**src/rtl/ptw_pkg.sv**
```systemverilog
package ptw_pkg;

    typedef enum logic [2:0] {
        S_IDLE    = 3'd0,
        S_L1_REQ  = 3'd1,
        S_L1_WAIT = 3'd2,
        S_L2_REQ  = 3'd3,
        S_L2_WAIT = 3'd4,
        S_DONE    = 3'd5,
        S_FAULT   = 3'd6
    } walk_state_e;

    typedef enum logic [1:0] {
        ACC_READ  = 2'd0,
        ACC_WRITE = 2'd1,
        ACC_FETCH = 2'd2,
        ACC_RSVD  = 2'd3
    } access_e;

    typedef enum logic [1:0] {
        RT_RO   = 2'd0,
        RT_RW   = 2'd1,
        RT_RX   = 2'd2,
        RT_NONE = 2'd3
    } rights_e;

    typedef enum logic [1:0] {
        FK_NONE   = 2'd0,
        FK_ABSENT = 2'd1,
        FK_PROT   = 2'd2,
        FK_RSVD   = 2'd3
    } fault_e;

endpackage

```
**src/rtl/ptw_index_addr.sv**
```systemverilog
module ptw_index_addr #(
    parameter int VA_W      = 32,
    parameter int PA_W      = 32,
    parameter int OFF_W     = 12,
    parameter int IDX_W     = 10,
    parameter int PTE_BYTES = 4
) (
    input  logic [PA_W-1:0]       root_base,
    input  logic [VA_W-1:0]       vaddr,
    input  logic [PA_W-OFF_W-1:0] table_ppn,
    output logic [PA_W-1:0]       l1_addr,
    output logic [PA_W-1:0]       l2_addr
);
    localparam int PPN_W = PA_W - OFF_W;
    localparam int SH    = $clog2(PTE_BYTES);

    logic [IDX_W-1:0] idx_top;
    logic [IDX_W-1:0] idx_mid;
    logic [PA_W-1:0]  table_base;

    // Top slice picks the root entry, the slice above the offset picks the leaf.
    assign idx_top    = vaddr[VA_W-1 -: IDX_W];
    assign idx_mid    = vaddr[OFF_W +: IDX_W];
    assign table_base = {table_ppn, {OFF_W{1'b0}}};

    assign l1_addr = root_base  + (PA_W'(idx_top) << SH);
    assign l2_addr = table_base + (PA_W'(idx_mid) << SH);

    logic unused_ok;
    assign unused_ok = &{1'b0, vaddr[OFF_W-1:0], PPN_W[0]};

endmodule

```
**src/rtl/ptw_pte_decode.sv**
```systemverilog
module ptw_pte_decode #(
    parameter int PA_W      = 32,
    parameter int OFF_W     = 12,
    parameter int PTE_BYTES = 4
) (
    input  logic [8*PTE_BYTES-1:0] pte,
    input  logic [1:0]             access,
    output logic                   present,
    output logic [1:0]             rights,
    output logic [PA_W-OFF_W-1:0]  ppn,
    output logic                   permit
);
    import ptw_pkg::*;

    localparam int PTE_W = 8 * PTE_BYTES;
    localparam int PPN_W = PA_W - OFF_W;

    assign present = pte[0];
    assign rights  = pte[2:1];
    assign ppn     = pte[PTE_W-1 -: PPN_W];

    always_comb begin
        permit = 1'b0;
        case (access)
            ACC_READ:  permit = (rights != RT_NONE);
            ACC_WRITE: permit = (rights == RT_RW);
            ACC_FETCH: permit = (rights == RT_RX);
            default:   permit = 1'b0;
        endcase
    end

    logic unused_ok;
    assign unused_ok = &{1'b0, pte[PTE_W-PPN_W-1:3]};

endmodule

```
**src/rtl/ptw_walker.sv**
```systemverilog
module ptw_walker #(
    parameter int VA_W      = 32,
    parameter int PA_W      = 32,
    parameter int OFF_W     = 12,
    parameter int IDX_W     = 10,
    parameter int PTE_BYTES = 4
) (
    input  logic                   clk,
    input  logic                   rst_n,
    input  logic                   req_valid,
    output logic                   req_ready,
    input  logic [VA_W-1:0]        req_vaddr,
    input  logic [1:0]             req_access,
    input  logic [PA_W-1:0]        root_base,
    output logic                   mem_req_valid,
    input  logic                   mem_req_ready,
    output logic [PA_W-1:0]        mem_req_addr,
    input  logic                   mem_rsp_valid,
    input  logic [8*PTE_BYTES-1:0] mem_rsp_data,
    output logic                   rsp_valid,
    input  logic                   rsp_ready,
    output logic [PA_W-OFF_W-1:0]  rsp_ppn,
    output logic [1:0]             rsp_rights,
    output logic                   rsp_fault,
    output logic [1:0]             rsp_fault_kind,
    output logic                   rsp_fault_level,
    output logic [VA_W-1:0]        rsp_fault_vaddr
);
    import ptw_pkg::*;

    localparam int PPN_W = PA_W - OFF_W;

    typedef struct packed {
        walk_state_e      st;
        logic [VA_W-1:0]  vaddr;
        logic [1:0]       acc;
        logic [PA_W-1:0]  root;
        logic [PPN_W-1:0] tbl_ppn;
        logic [PPN_W-1:0] ppn;
        logic [1:0]       rights;
        logic [1:0]       fkind;
        logic             flevel;
    } walk_regs_t;

    walk_regs_t walk_d, walk_q;

    logic [PA_W-1:0]  l1_addr;
    logic [PA_W-1:0]  l2_addr;
    logic             ent_present;
    logic [1:0]       ent_rights;
    logic [PPN_W-1:0] ent_ppn;
    logic             ent_permit;

    ptw_index_addr #(
        .VA_W(VA_W), .PA_W(PA_W), .OFF_W(OFF_W), .IDX_W(IDX_W), .PTE_BYTES(PTE_BYTES)
    ) u_addr (
        .root_base (walk_q.root),
        .vaddr     (walk_q.vaddr),
        .table_ppn (walk_q.tbl_ppn),
        .l1_addr   (l1_addr),
        .l2_addr   (l2_addr)
    );

    ptw_pte_decode #(
        .PA_W(PA_W), .OFF_W(OFF_W), .PTE_BYTES(PTE_BYTES)
    ) u_dec (
        .pte     (mem_rsp_data),
        .access  (walk_q.acc),
        .present (ent_present),
        .rights  (ent_rights),
        .ppn     (ent_ppn),
        .permit  (ent_permit)
    );

    always_comb begin
        walk_d = walk_q;
        case (walk_q.st)
            S_IDLE: begin
                if (req_valid) begin
                    walk_d.vaddr   = req_vaddr;
                    walk_d.acc     = req_access;
                    walk_d.root    = root_base;
                    walk_d.tbl_ppn = '0;
                    walk_d.ppn     = '0;
                    walk_d.rights  = '0;
                    walk_d.fkind   = FK_NONE;
                    walk_d.flevel  = 1'b0;
                    walk_d.st      = S_L1_REQ;
                end
            end
            S_L1_REQ: begin
                if (mem_req_ready) walk_d.st = S_L1_WAIT;
            end
            S_L1_WAIT: begin
                if (mem_rsp_valid) begin
                    if (ent_present) begin
                        walk_d.tbl_ppn = ent_ppn;
                        walk_d.st      = S_L2_REQ;
                    end else begin
                        walk_d.fkind  = FK_ABSENT;
                        walk_d.flevel = 1'b0;
                        walk_d.st     = S_FAULT;
                    end
                end
            end
            S_L2_REQ: begin
                if (mem_req_ready) walk_d.st = S_L2_WAIT;
            end
            S_L2_WAIT: begin
                if (mem_rsp_valid) begin
                    walk_d.flevel = 1'b1;
                    if (!ent_present) begin
                        walk_d.fkind = FK_ABSENT;
                        walk_d.st    = S_FAULT;
                    end else if (!ent_permit) begin
                        walk_d.fkind = FK_PROT;
                        walk_d.st    = S_FAULT;
                    end else begin
                        walk_d.ppn    = ent_ppn;
                        walk_d.rights = ent_rights;
                        walk_d.st     = S_DONE;
                    end
                end
            end
            S_DONE, S_FAULT: begin
                if (rsp_ready) walk_d.st = S_IDLE;
            end
            default: walk_d.st = S_IDLE;
        endcase
    end

    always_ff @(posedge clk or negedge rst_n) begin
        if (!rst_n) walk_q <= '0;
        else        walk_q <= walk_d;
    end

    assign req_ready       = (walk_q.st == S_IDLE);
    assign mem_req_valid   = (walk_q.st == S_L1_REQ) || (walk_q.st == S_L2_REQ);
    assign mem_req_addr    = (walk_q.st == S_L1_REQ) ? l1_addr : l2_addr;
    assign rsp_valid       = (walk_q.st == S_DONE) || (walk_q.st == S_FAULT);
    assign rsp_fault       = (walk_q.st == S_FAULT);
    assign rsp_ppn         = walk_q.ppn;
    assign rsp_rights      = walk_q.rights;
    assign rsp_fault_kind  = walk_q.fkind;
    assign rsp_fault_level = walk_q.flevel;
    assign rsp_fault_vaddr = (walk_q.st == S_FAULT) ? walk_q.vaddr : '0;

    // a read waiting for acceptance keeps its address.
    a_r8_hold_request: assert property (@(posedge clk) disable iff (!rst_n)
        (mem_req_valid && !mem_req_ready) |=> (mem_req_valid && $stable(mem_req_addr)));

    // an unaccepted result keeps every field.
    a_r10_hold_response: assert property (@(posedge clk) disable iff (!rst_n)
        (rsp_valid && !rsp_ready) |=> (rsp_valid && $stable(rsp_ppn) && $stable(rsp_rights)
                                       && $stable(rsp_fault) && $stable(rsp_fault_kind)));

    // taking a request makes the walker busy on the next cycle.
    a_r9_busy_after_accept: assert property (@(posedge clk) disable iff (!rst_n)
        (req_valid && req_ready) |=> !req_ready);

    // a fault always carries a nonzero kind.
    a_r5_fault_has_kind: assert property (@(posedge clk) disable iff (!rst_n)
        rsp_fault |-> (rsp_valid && rsp_fault_kind != FK_NONE));

    // a successful result carries no fault kind.
    a_r4_success_clean: assert property (@(posedge clk) disable iff (!rst_n)
        (rsp_valid && !rsp_fault) |-> (rsp_fault_kind == FK_NONE));

    // never a read and a result at the same time.
    a_r8_exclusive: assert property (@(posedge clk) disable iff (!rst_n)
        !(mem_req_valid && rsp_valid));

endmodule

```
**config.mk**
```make
export PLATFORM = sky130hd
export DESIGN_NAME = ptw_walker
export DESIGN_NICKNAME = d
export VERILOG_FILES = /design/src/rtl/ptw_pkg.sv /design/src/rtl/ptw_index_addr.sv /design/src/rtl/ptw_pte_decode.sv /design/src/rtl/ptw_walker.sv
export SDC_FILE = /design/constraint.sdc
export NUM_CORES = 1
export LEC_CHECK = 0
export BUFFER_PORTS_ARGS = -buffer_cell sky130_fd_sc_hd__buf_4
export CORE_MARGIN = 8
export CORE_UTILIZATION = 52
export CTS_CLUSTER_DIAMETER = 80
export DETAILED_ROUTE_END_ITERATION = 7
export HOLD_SLACK_MARGIN = 0.06
export PLACE_DENSITY_LB_ADDON = 0.2
export SLEW_MARGIN = 10
export SYNTH_ARGS = -nofsm -noshare
export SYNTH_HDL_FRONTEND = slang
export SYNTH_SLANG_ARGS = --single-unit
```
**constraint.sdc**
```tcl
create_clock -name clk -period 5.55 [get_ports clk]
set_input_delay 0.2775 -clock clk [delete_from_list [all_inputs] [get_ports clk]]
set_output_delay 0.2775 -clock clk [all_outputs]
set_load 0.1 [all_outputs]
```
==> metrics.csv <==
stage,metric,value,unit
synthesis,synthesized area per cell,10.1,sq um
layout,Filler cells,868,
timing,measured slew at the worst slew-check pin,1.26,ns
timing,max_slew headroom,15.5,%
floorplan,Starting Density,53.5,%
global_route,All-Layer GR Usage,21.3,%
timing,Setup TNS Final,0,ns
worst_setup_path,Critical Path End Type,primary output,
global_route,grt ovf,0,
layout,most frequent cells in the layout,"buf_4 (190), dfrtp_1 (114), nand2_1 (93)",
clock_tree,Worst-Skew Late Latency,0.41,ns
worst_setup_path,startpoint types,flip-flop,
floorplan,FP Rows,39,
timing,max-slew violation count,0,
synthesis,Synth Register Bits,114,
route,Avg Vias per Cell,5.54,
clock_tree,deepest clock path buffer count,2,
route,DRT iter0 DRCs,406,
route,DR pass1 iterations,5,
global_route,first-pass GRT wire length,27000,um
floorplan,Die Area,15600,sq um
placed_design,HPWL Detailed,12200,um
timing,fmax,268,MHz
min_path,hold_sp,req_access[0],
clock_tree,"Reg clk slew, reported paths",0.05,ns
clock_tree,clk sinks,114,
layout,diode count,0,
run_status,status,"complete, no violations",
global_route,antenna violations before repair,0,
clock_tree,H-Tree Depth,4,
layout,Layout Utilization,69.8,%
placed_design,gpl congestion,0.825,
synthesis,Mapped Area,6160,sq um
route,average wire per standard cell,18.2,um
timing,final period utilization,67.2,%
route,Vias,5039,
synthesis,fraction of the yosys area taken by sequential cells,46.3,%
clock_tree,total CTS buffers,17,
layout,Nets,872,
worst_setup_path,CP required,5.27,ns
worst_setup_path,"Max FO, Critical Path",9,
floorplan,IO Pins,197,
layout,share of cells above drive strength 1,39.6,%
clock_tree,postcts setup bufs,0,
worst_setup_path,critical path type,reg -> out,
global_route,vias in the first global route,5190,
worst_setup_path,Crit Reg-Reg Startpoint,walk_q[112],
timing,RSZ-0062 raised after global routing,no,
floorplan,Core ar.,11500,sq um
synthesis,cells after synthesis,609,
synthesis,async set-reset flop share out of synthesis,100,%
timing,Final setup viols,0,
layout,"most common cell after layout, fill and taps aside",buf_4,
timing,final hold slack,0.0851,ns
clock_tree,Clk Tree Root Cell,clkbuf_16,
synthesis,Yosys cell types,49,
floorplan,Die Wd,125,um
worst_setup_path,CP startpoint,walk_q[101],
global_route,largest net degree at the start of global routing,62,
route,# DRC,0,
worst_setup_path,crit path DAT,3.45,ns
timing,Final Skew,0.00655,ns
synthesis,syn nets,727,
route,final wirelength,16600,um
route,Post-DRT Antenna Nets,0,
synthesis,Synth Flop Type,dfrtp_1,
synthesis,"EDFF count, synth",0,
flow_run,Max-Cap Viols,0,
timing,crit path time final,3.73,ns
clock_tree,CTS tree,done,
floorplan,Die Y,125,um
placed_design,input/output buffers,187,
synthesis,Ys Warns,0,
timing,Fin. Hold Viols,0,
min_path,Worst Hold Class,in -> reg,
layout,Area Growth Syn to Fin,30.5,%
==> cells in the mapped netlist, types with 10 or more instances <==
cell	n	area share [%]
dfrtp_1	114	46
nand2_1	93	5.7
mux2_2	67	12
o21ai_0	56	4.5
and3_1	37	3.8
clkbuf_1	27	1.6
buf_4	26	3.2
a22o_1	21	3.0
a21oi_1	17	1.4
xor2_1	14	2.0
ha_1	13	2.6
xnor2_1	12	1.7
buf_2	11	0.89
nor2_1	11	0.67
inv_1	10	0.61
nor3_1	10	0.81
==> cell families (layout without fill, tap and decap cells) <==
| kind of cell | after synthesis | count (layout) | share of synthesized area [%] |
|---|---|---|---|
| compound gates | 130 | 130 | 14.0 |
| xor+xnor | 26 | 26 | 3.70 |
| fa+ha+maj | 14 | 14 | 2.97 |
| buf+inv | 75 | 233 | 6.40 |
| flops | 114 | 114 | 46.3 |
| mux | 67 | 67 | 12.2 |
| simple gates | 183 | 183 | 14.4 |
==> final timing paths <==
check	cells after the start	to	slack, ns
worst max-delay path	9	mem_req_addr[18]	1.82
worst min-delay path	3	walk_q[77]	0.09
worst max register to register	5	walk_q[111]	2.55
worst min register to register	2	rsp_ppn[17]	0.48
max in group asynchronous	3	walk_q[111]	3.86
min in group asynchronous	2	walk_q[88]	0.44
==> cell type report <==
cell class                 instances  area, sq um  share of cell area (%)
clock buffer                      19          453                    5.63
clock inverter                    13          159                    1.98
inverter                          10         37.5                   0.467
multi-input combinational        420         2920                    36.4
sequential                       114         2850                    35.5
tap                              143          179                    2.23
timing repair buffer             191         1440                    17.9
==> state kept, by name (all words and copies together) (netlist names) <==
register,cells
rsp_ppn,20
walk_q,89
rsp_rights,2
rsp_fault_level,1
rsp_fault_kind,2
==> layer usage <==
metal  vias up  global-route usage [%]  routed length (um)
met3        22                    7.02                1150
met4         0                    7.16                 336
li1       2417                       -                   -
met5         -                       0                   0
met1      2433                    26.8                7250
met2       167                    33.9                7860
==> critical path, cell delays in order, from the launching register on <==
cell and delay, ns:
dfrtp_1 0.39, ha_1 0.25, fa_1 0.42, a21oi_1 0.28, o211ai_2 0.18, a2111oi_4 0.64, nor3_1 0.16, xnor2_1 0.18
o21ai_0 0.20, buf_4 0.34
==> stage by stage <==
step           std cells  setup slack, ns  instance area (sq um)
3_3_place_gp         877             2.27                   7420
3_5_place_dp         877             2.27                   7420
6_report             910             1.82                   8040
2_1_floorplan        609            0.813                   6160
4_1_cts              910             1.81                   8040
5_1_grt              910             1.64                   8040
==> repair_timing <==
item	CTS	global route
hold buffers	1	0
endpoints found under the hold margin	53	0
resized for setup	0	0
Power is not shown: default switching activity piles up to over one toggle a cycle in this logic, so the estimate is an artifact.
